**config.mk**
```make
export PLATFORM = sky130hd
export DESIGN_NAME = pix_pair_writer
export DESIGN_NICKNAME = d
export VERILOG_FILES = /design/src/rtl/pix_pair_writer.sv
export SDC_FILE = /design/constraint.sdc
export NUM_CORES = 1
export LEC_CHECK = 0
export ABC_AREA = 1
export CAP_MARGIN = 10
export CORE_MARGIN = 2
export CORE_UTILIZATION = 40
export DETAILED_ROUTE_END_ITERATION = 10
export GPL_TIMING_DRIVEN = 0
export PLACE_DENSITY_LB_ADDON = 0.2
export SYNTH_ARGS = -nofsm -noshare
export SYNTH_HDL_FRONTEND = slang
export SYNTH_SLANG_ARGS = --single-unit
```
**constraint.sdc**
```tcl
create_clock -name clk -period 6.9 [get_ports clk]
set_input_delay 0.69 -clock clk [delete_from_list [all_inputs] [get_ports clk]]
set_output_delay 0.69 -clock clk [all_outputs]
set_load 0.1 [all_outputs]
```
**src/rtl/pix_pair_writer.sv**
```systemverilog
module pix_pair_writer #(
  parameter int AW = 12,
  parameter int CW = 10,
  parameter int DW = 8
) (
  input  logic          clk,
  input  logic          rst_n,
  input  logic          cfg_wr,
  input  logic          cfg_sel,
  input  logic [AW-1:0] cfg_addr,
  input  logic [CW-1:0] cfg_count,
  input  logic [1:0]    buf_ack,
  input  logic          avg_en,
  input  logic          drop_clr,
  input  logic          smp_valid,
  input  logic [15:0]   smp_data,
  output logic          mem_we,
  output logic [AW-3:0] mem_waddr,
  output logic [31:0]   mem_wdata,
  output logic [1:0]    buf_ready,
  output logic          irq,
  output logic          overrun,
  output logic [DW-1:0] drop_cnt,
  output logic          cfg_err
);
  localparam int WW = AW - 2;
  localparam int PW = CW - 1;

  logic [1:0]    armed, ready_q;
  logic [WW-1:0] base_q [2];
  logic [PW-1:0] pairs_q [2];
  logic          cur, half;
  logic [PW-1:0] woff;
  logic [15:0]   lo;
  logic [17:0]   acc;
  logic [1:0]    ph;
  logic          we_q, ovr_q, err_q;
  logic [WW-1:0] waddr_q;
  logic [31:0]   wdata_q;
  logic [DW-1:0] drop_q;

  logic          act, take, drop, pix_v, wr, last, bad, arm_ok;
  logic [17:0]   sum;
  logic [15:0]   pix;

  assign act    = armed[cur] ? cur : ~cur;
  assign take   = smp_valid && (armed != 2'b00);
  assign drop   = smp_valid && (armed == 2'b00);
  assign sum    = acc + 18'(smp_data);
  assign pix_v  = take && (!avg_en || ph == 2'd3);
  assign pix    = avg_en ? sum[17:2] : smp_data;
  assign wr     = pix_v && half;
  assign last   = wr && (woff == pairs_q[act] - PW'(1));
  assign bad    = (cfg_addr[1:0] != 2'b00) || cfg_count[0] ||
                  (cfg_count == '0) || armed[cfg_sel];
  assign arm_ok = cfg_wr && !bad;

  always_ff @(posedge clk) begin
    if (!rst_n) begin
      armed <= '0; ready_q <= '0; cur <= 1'b0; half <= 1'b0;
      woff <= '0; lo <= '0; acc <= '0; ph <= '0;
      we_q <= 1'b0; waddr_q <= '0; wdata_q <= '0;
      ovr_q <= 1'b0; err_q <= 1'b0; drop_q <= '0;
      for (int i = 0; i < 2; i++) begin
        base_q[i]  <= '0;
        pairs_q[i] <= '0;
      end
    end else begin
      we_q <= wr;
      if (wr) begin
        waddr_q <= base_q[act] + WW'(woff);
        wdata_q <= {pix, lo};
        woff    <= last ? '0 : woff + PW'(1);
      end
      if (pix_v) begin
        if (!half) lo <= pix;
        half <= ~half;
      end
      if (take) cur <= last ? ~act : act;
      if (!avg_en) begin
        acc <= '0;
        ph  <= '0;
      end else if (take) begin
        acc <= (ph == 2'd3) ? '0 : sum;
        ph  <= ph + 2'd1;
      end
      for (int i = 0; i < 2; i++) begin
        if (buf_ack[i]) ready_q[i] <= 1'b0;
        if (arm_ok && cfg_sel == 1'(i)) begin
          armed[i]   <= 1'b1;
          ready_q[i] <= 1'b0;
          base_q[i]  <= cfg_addr[AW-1:2];
          pairs_q[i] <= cfg_count[CW-1:1];
        end
        if (last && act == 1'(i)) begin
          armed[i]   <= 1'b0;
          ready_q[i] <= 1'b1;
        end
      end
      if (cfg_wr) err_q <= bad;
      if (drop_clr) begin
        drop_q <= '0;
        ovr_q  <= 1'b0;
      end else if (drop) begin
        ovr_q <= 1'b1;
        if (drop_q != '1) drop_q <= drop_q + DW'(1);
      end
    end
  end

  assign mem_we    = we_q;
  assign mem_waddr = waddr_q;
  assign mem_wdata = wdata_q;
  assign buf_ready = ready_q;
  assign irq       = |ready_q;
  assign overrun   = ovr_q;
  assign drop_cnt  = drop_q;
  assign cfg_err   = err_q;
endmodule

```
==> results of run 1 <==
==> worst register-to-register path: stages, from the launching register on <==
cell and delay [ps]:
dfxtp_1 390, inv_2 70, nand2_2 130, nand2_2 80, buf_6 140, clkbuf_1 290, nand2_1 130, nand2_1 90
ha_1 250, fa_1 420, nand3_1 100, nand2_1 70, nand2_1 90, nand2_1 60, a21oi_1 170, nor2_1 80
o21ai_0 150, nand2_1 80, nand2_1 60, nand2_1 40, o21ai_0 140
==> cell families after synthesis <==
logic type | Yosys count
buf+inv | 148
xor+xnor | 17
compound gates | 159
simple gates | 424
fa+ha+maj | 33
mux | 5
flops | 142
==> layout by cell type (no fill, tap or decap), drive strengths merged, types with 4 or more instances in the layout <==
cell type	instances
ha	31
clkbuf	42
edfxtp	38
nand3	64
buf	4
inv	123
o211ai	5
nand3b	6
nand2	275
dfxtp	104
a21oi	66
nor3	4
o21ai	59
nand4	4
clkdlybuf4s50	102
nor2	68
mux2i	5
xnor2	4
a22o	7
a31oi	12
xor2	13
clkinv	8
a211oi	4
==> per-layer routing <==
layer,vias up,part of all wire (%)
met3,14,4.1
li1,3268,-
met2,143,45
met4,0,0.89
met5,-,0
met1,2798,50
==> how the worst min path moves through the flow <==
| stage | startpoint | end | slack, ps |
|---|---|---|---|
| floorplan | lo[11] | mem_wdata[11] | 430 |
| global placement | mem_wdata[2] | mem_wdata[2] | 430 |
| detailed placement | mem_wdata[2] | mem_wdata[2] | 450 |
| CTS | mem_wdata[2] | mem_wdata[2] | 460 |
| global route | mem_wdata[2] | mem_wdata[2] | 480 |
| finish | mem_wdata[2] | mem_wdata[2] | 460 |
==> registers in the layout, summed over array words and instances, names as in the netlist, 2 cells and up <==
signal     flops
acc           18
armed          2
base_q        20
buf_ready      2
drop_cnt       8
lo            16
mem_waddr     10
mem_wdata     32
pairs_q       18
ph             2
woff           9
==> layout make-up <==
class,instances,area share (%)
well taps,225,3.12
repair buffers,102,11.3
flip-flops and latches,142,35.8
inverters,124,5.16
clock inverters,10,1.36
multi-input cells,638,36.4
plain buffers,24,1.11
clock buffers,22,5.75
==> where the power goes <==
group,internal (mW),total (mW),switching (mW)
Combinational,0.0626,0.172,0.109
Sequential,0.869,0.874,0.00515
Clock,0.609,0.969,0.360
==> impl_metrics.yaml, run 1 <==
synthesis:
  synth_top_area_share_pct: 29.4
  synth.area.mux_share_pct: 0.708
  synth_area_mm2: 0.00707
  synthCells: 928
  synth_compound_area_share_pct: 12.5
  synthAdderAreaFrac_pct: 6.05
  synthFlopType: "dfxtp_1"
  synth_top_cell_by_area: "dfxtp_1"
  synth_edf_count: 38
  yosys.cell_count.top_type: "nand2_1"
  ys_seq_elements: 142
  avgSynthCellArea_um2: 7.62
  synthArstFlopShare_pct: 0
  syn_nets: 1008
  synthDistinctLibCells: 41
  synth_area_leaders: "dfxtp_1, edfxtp_1, nand2_1"
  synth_top_family_by_area: "simple AND/OR/NAND/NOR gates"
  synth_warnings: 0
  synth_simple_gate_area_share_pct: 25.1
  synthXorXnorAreaFrac_pct: 2.11
  yosysSeqAreaShare_pct: 45.6
  yosys-top-cells-count: "nand2_1, inv_1, dfxtp_1"
global_routing:
  grt_use_met1_pct: 28.1
  busiest_layer: "met2"
  globalRouteMet3Util_pct: 4.59
  grt_start_max_net_pins: 20
  grt_pass1_wl_um: 29200
  first_global_vias: 5906
  grt_remaining_overflow: 0
  antenna_found_initial: 0
  use_met2_pct: 32.0
  globalRouteTotalUtil_pct: 20.3
critical_path:
  startpoint_type: "flip-flop"
  regToRegSetupSlack_ps: 3800
  path_delay_family: "simple AND/OR/NAND/NOR gates"
  crit_required_ps: 7250
  cp-endpoint: "mem_waddr[8]"
  cp-end-kind: "flip-flop"
  crit_start: "cur"
  r2r-end: "mem_waddr[8]"
  r2r_start: "cur"
  path_buf_inv: 3
  r2r_cells: 20
  cp.arrival_ps: 3450
  critical_path.slowest_cell: "fa_1"
  worstSetupPathType: "flip-flop to flip-flop"
  crit_path_max_incr_delay_ps: 420
  path_cells: "inv_2 -> nand2_2 -> nand2_2 -> buf_6 -> clkbuf_1 -> nand2_1 -> nand2_1 -> ha_1 -> fa_1 -> nand3_1 -> nand2_1 -> nand2_1 -> nand2_1 -> a21oi_1 -> nor2_1 -> o21ai_0 -> nand2_1 -> nand2_1 -> nand2_1 -> o21ai_0"
  crit_fanout: 10
  cp_num_cells: 20
  crit_top_cell: "nand2_1"
min_path:
  min_path_type: "flip-flop to flip-flop"
  holdPathStages: 2
die:
  die_h_um: 137
  coreArea_mm2: 0.0173
  start_util_pct: 40.9
  die_x_um: 137
  fp-row-count: 48
  die-area_mm2: 0.0188
  ios: 103
timing:
  hold_ws_ps: 458
  setup_viol: 0
  worstMarginPinSlew_ps: 984
  rsz0062_at_grt: "false"
  final.setup.worst_slack_ps: 3800
  period_needed_ps: 3100
  period_share_pct: 45.0
  hold_violations: 0
  fin_skew_ps: 7.64
  fmax_mhz: 322
  drv_slew: 0
  max_slew_margin_pct: 34.2
  finalSetupTns_ps: 0
cts:
  clock-root-buffer: "clkbuf_16"
  ctsResizeCount: 0
  cts_made_buffers: 17
  max-clock-path-buffers: 2
  path_clk_slew_ps: 60
  cts-htree-levels: 4
  clock-sinks: 142
  insertion_delay_ps: 420
  hold_buffers: 0
  cts_setup_buffers: 0
  cts_tree: "built"
layout:
  final_area_mm2: 0.00901
  fin_nets: 1129
  multiInputGateArea_mm2: 0.00328
  drive_gt1_share_pct: 5.46
  fillers: 1654
  fin_util_pct: 52.1
  antenna_cells: 0
  ff_latch_area_mm2: 0.00322
  final_cells: 1287
  area_growth_pct: 27.5
power:
  ir_drop_uv: 173
  p_leak_nw: 3.97
  power.total_mw: 2.02
  powerDensity_mw_per_mm2: 224
routing:
  drtAntennaViolNets: 0
  drt_iter0_drc: 368
  drt-vias-per-instance: 4.84
  wl_per_cell_um: 14.1
  routed_wirelength_um: 18100
  drc: 0
  vias: 6223
  drtPass1Iterations: 5
placement:
  gp_congestion: 0.873
  placed_area_mm2: 0.00837
  hpwl_um: 13800
  port_buffers: 102
  placed_cells: 1255
  dp_slack_ps: 3430
flow_run:
  cap_viol_max_count: 0
outcome:
  status: "finished clean"
Power figures use the tool's default switching activity.
==> run 2: changes to the inputs <==
==> constraint.sdc (replaced) <==
create_clock -name clk -period 3.3 [get_ports clk]
set_input_delay 0.33 -clock clk [delete_from_list [all_inputs] [get_ports clk]]
set_output_delay 0.33 -clock clk [all_outputs]
set_load 0.1 [all_outputs]
==> impl_metrics.yaml, run 2 (synthesis results as in run 1) <==
critical_path:
  worstSetupPathType: "flip-flop to flip-flop"
  startpoint_type: "flip-flop"
  crit_required_ps: 3590
  crit_fanout: 16
  cp.arrival_ps: 3160
  crit_start: "armed[1]"
  cp-end-kind: "flip-flop"
  r2r_start: "armed[1]"
timing:
  rsz0062_at_grt: "false"
  drv_slew: 0
  worstMarginPinSlew_ps: 984
  period_needed_ps: 2880
  max_slew_margin_pct: 34.2
  period_share_pct: 87.2
  fin_skew_ps: 8.88
  setup_viol: 0
  fmax_mhz: 348
  hold_violations: 0
  finalSetupTns_ps: 0
cts:
  cts_tree: "built"
  insertion_delay_ps: 420
  max-clock-path-buffers: 2
  clock-root-buffer: "clkbuf_16"
  ctsResizeCount: 0
  clock-sinks: 142
  path_clk_slew_ps: 60
  cts_setup_buffers: 0
  hold_buffers: 0
  cts-htree-levels: 4
  cts_made_buffers: 17
layout:
  final_cells: 1285
  antenna_cells: 0
  mostFrequentLayoutCells: "nand2_1, inv_1, dfxtp_1, clkdlybuf4s50_1, a21oi_1"
  final_area_mm2: 0.00901
  ff_latch_area_mm2: 0.00322
  largest_reg_flops: 32
  fillers: 1654
  drive_gt1_share_pct: 5.47
  multiInputGateArea_mm2: 0.00328
  area_growth_pct: 27.4
  fin_nets: 1127
  final_common_cell: "nand2_1"
power:
  p_leak_nw: 3.97
  powerDensity_mw_per_mm2: 468
  ir_drop_uv: 363
global_routing:
  first_global_vias: 5906
  globalRouteTotalUtil_pct: 20.3
  antenna_found_initial: 0
  grt_remaining_overflow: 0
  grt_pass1_wl_um: 29200
  grt_start_max_net_pins: 20
die:
  die_h_um: 137
  start_util_pct: 40.9
  die_x_um: 137
  ios: 103
  coreArea_mm2: 0.0173
  die-area_mm2: 0.0188
  fp-row-count: 48
flow_run:
  cap_viol_max_count: 0
routing:
  drt_iter0_drc: 373
  wl_per_cell_um: 14.1
  drc: 0
  drt-vias-per-instance: 4.84
  drtPass1Iterations: 7
  routed_wirelength_um: 18100
  drtAntennaViolNets: 0
  vias: 6224
placement:
  port_buffers: 102
  gp_congestion: 0.873
  placed_area_mm2: 0.00837
  hpwl_um: 13800
  placed_cells: 1255
min_path:
  holdCritStartpoint: "lo[3]"
  min_path_type: "flip-flop to flip-flop"
outcome:
  status: "finished clean"
[run 2: changes by cell type in the layout (fill, tap and decap cells not counted), sizes merged]
cell and change:
clkbuf -2
[run 2: report_power, final]
group,total (mW),leakage (nW),internal (mW),switching (mW)
combinational,0.358,2.42,0.131,0.228
clock,2.03,0.312,1.27,0.756
sequential,1.83,1.23,1.82,0.0107
total,4.22,3.97,3.22,0.994
[run 2: layout make-up]
class,instances,share of cell area (%)
Clock inverter,10,1.36
Multi-Input combinational cell,638,36.4
Clock buffer,22,5.75
Inverter,124,5.17
Sequential cell,142,35.8
Buffer,22,1.03
Tap cell,225,3.13
Timing Repair Buffer,102,11.3
[run 2: metal layers]
metal  part of all wire [%]  track usage (%)  wire [um]
met2                     45             32.0       8200
met1                     48             28.1       8750
met5                      0                0          0
met3                    5.3             4.59        958
met4                   0.91             5.21        165
[run 2: final timing paths]
check | to | slack [ps] | depth (start not counted)
min reg2reg | mem_wdata[3] | 460 | 2
max reg2reg | cur | 420 | 19
max | cur | 420 | 19
min | mem_wdata[3] | 460 | 2
[run 2: critical path: stages, from the launching register on]
cell and delay (ps):
dfxtp_1 400, inv_2 60, nand2_1 140, nand2_2 250
nand2_1 150, nand2_2 90, ha_1 320, xnor2_1 130
nor2_1 120, nand2_1 60, nor2_1 80, nand2_1 50
nor2_1 90, nand3_1 70, nor2_1 110, nand2_2 120
inv_1 100, ha_1 220, o21ai_0 150, a21oi_1 50
[run 2: per-stage QoR]
step	power (mW)	hold slack (ps)	utilization, %	setup WS, ps
floorplan	2.09	427	-	736
global placement	2.22	433	48.4	168
detailed placement	2.23	449	48.4	186
CTS	4.24	460	52.1	187
global route	4.36	476	52.1	72.9
finish	4.22	456	52.1	423
==> run 3: changes to the inputs <==
--- a/config.mk
+++ b/config.mk
@@ -12,6 +12,7 @@
 export DETAILED_ROUTE_END_ITERATION = 10
 export GPL_TIMING_DRIVEN = 0
 export PLACE_DENSITY_LB_ADDON = 0.2
+export SETUP_SLACK_MARGIN = 0.1
 export SYNTH_ARGS = -nofsm -noshare
 export SYNTH_HDL_FRONTEND = slang
 export SYNTH_SLANG_ARGS = --single-unit
==> impl_metrics.yaml, run 3 (synthesis results as in run 1) <==
timing:
  period_share_pct: 86.7
  fmax_mhz: 350
  fin_skew_ps: 7.97
  hold_violations: 0
  max_slew_margin_pct: 33.8
  rsz0062_at_grt: "false"
  setup_viol: 0
  drv_slew: 0
  finalSetupTns_ps: 0
  period_needed_ps: 2860
  worstMarginPinSlew_ps: 990
  hold_ws_ps: 458
die:
  die_x_um: 137
  start_util_pct: 40.9
  die_h_um: 137
  coreArea_mm2: 0.0173
  ios: 103
  fp-row-count: 48
  die-area_mm2: 0.0188
cts:
  insertion_delay_ps: 420
  cts_tree: "built"
  clock-sinks: 142
  path_clk_slew_ps: 60
  hold_buffers: 0
  max-clock-path-buffers: 2
  cts-htree-levels: 4
  clock-root-buffer: "clkbuf_16"
  cts_made_buffers: 17
routing:
  drt-vias-per-instance: 4.84
  drtAntennaViolNets: 0
  drt_iter0_drc: 371
  drtPass1Iterations: 5
  routed_wirelength_um: 18100
  wl_per_cell_um: 14.1
  vias: 6229
  drc: 0
layout:
  mostFrequentLayoutCells: "nand2_1, inv_1, dfxtp_1, clkdlybuf4s50_1, a21oi_1"
  largest_reg_flops: 32
  multiInputGateArea_mm2: 0.00328
  area_growth_pct: 27.5
  ff_latch_area_mm2: 0.00322
  final_common_cell: "nand2_1"
  drive_gt1_share_pct: 5.66
  antenna_cells: 0
  fillers: 1655
  fin_nets: 1128
critical_path:
  worstSetupPathType: "flip-flop to flip-flop"
  critical_path.slowest_cell: "fa_1"
  crit_top_cell: "nand2_1"
  cp-end-kind: "flip-flop"
  crit_path_max_incr_delay_ps: 420
  cp.arrival_ps: 3210
  startpoint_type: "flip-flop"
  crit_required_ps: 3650
  crit_fanout: 10
  path_cells: "inv_2 -> nand2_1 -> nand2_2 -> buf_4 -> nand2_1 -> nand2_1 -> ha_1 -> fa_1 -> nand3_1 -> nand2_1 -> nand2_1 -> nand2_1 -> a21oi_1 -> nor2_1 -> o21ai_0 -> nand2_1 -> nand2_1 -> nand2_1 -> o21ai_0"
  path_buf_inv: 2
  path_delay_family: "simple AND/OR/NAND/NOR gates"
placement:
  hpwl_um: 13800
  gp_congestion: 0.873
  port_buffers: 102
min_path:
  min_path_type: "flip-flop to flip-flop"
global_routing:
  antenna_found_initial: 0
  first_global_vias: 5906
  globalRouteTotalUtil_pct: 20.3
  grt_pass1_wl_um: 29200
  grt_remaining_overflow: 0
  grt_start_max_net_pins: 20
power:
  powerDensity_mw_per_mm2: 468
  ir_drop_uv: 365
  p_leak_nw: 3.97
flow_run:
  cap_viol_max_count: 0
outcome:
  status: "finished clean"
run 3: cell types whose count changed in the layout (fill, tap and decap cells not counted), sizes merged:
cell / previous run / this run
buf: 4 / 5
run 3: stage by stage:
stage          utilization [%]  std cells  power [mW]  area (um2)  setup slack [ps]
2_1_floorplan                -        928        2.09        7070               736
3_3_place_gp              48.4       1255        2.22        8370               168
3_5_place_dp              48.4       1255        2.23        8370               186
4_1_cts                   52.1       1287        4.24        9010               187
5_1_grt                   52.1       1286        4.36        9010               100
6_report                  52.1       1286        4.22        9010               440
run 3: final timing paths:
| path | from | to | slack [ps] | depth (start not counted) |
|---|---|---|---|---|
| worst max-delay path | cur | mem_waddr[8] | 440 | 19 |
| worst min-delay path | mem_wdata[2] | mem_wdata[2] | 460 | 2 |
| worst max register to register | cur | mem_waddr[8] | 440 | 19 |
| worst min register to register | mem_wdata[2] | mem_wdata[2] | 460 | 2 |
run 3: timing repair:
item / in CTS / in global routing
buffers inserted: 0 / 0
gates resized for setup: 0 / 6
endpoints found under the setup margin: 0 / 3
endpoints found under the hold margin: 0 / 0
run 3: routing by layer:
layer / track usage [%] / up-vias / routed length (um)
li1: - / 3268 / -
met4: 5.21 / 0 / 200
met3: 4.59 / 14 / 925
met1: 28.1 / 2801 / 8800
met5: 0 / - / 0
met2: 32.0 / 146 / 8170
run 3: layout make-up:
class                   count  area share (%)
repair buffers            102            11.3
plain buffers              23            1.11
well taps                 225            3.12
clock buffers              22            5.75
flip-flops and latches    142            35.8
clock inverters            10            1.36
inverters                 124            5.16
multi-input cells         638            36.4
run 3: power breakdown:
part	switching (mW)	total, mW	internal, mW
logic	0.228	0.360	0.131
registers	0.0108	1.83	1.82
clock network	0.757	2.03	1.27
run 3: worst reg2reg max path: stages, from the launching register on:
cell and delay (ps):
dfxtp_1 380, inv_2 70, nand2_1 150, nand2_2 130, buf_4 210, nand2_1 70, nand2_1 70, ha_1 250
fa_1 420, nand3_1 100, nand2_1 70, nand2_1 90, nand2_1 60, a21oi_1 170, nor2_1 80, o21ai_0 150
nand2_1 80, nand2_1 60, nand2_1 40, o21ai_0 140
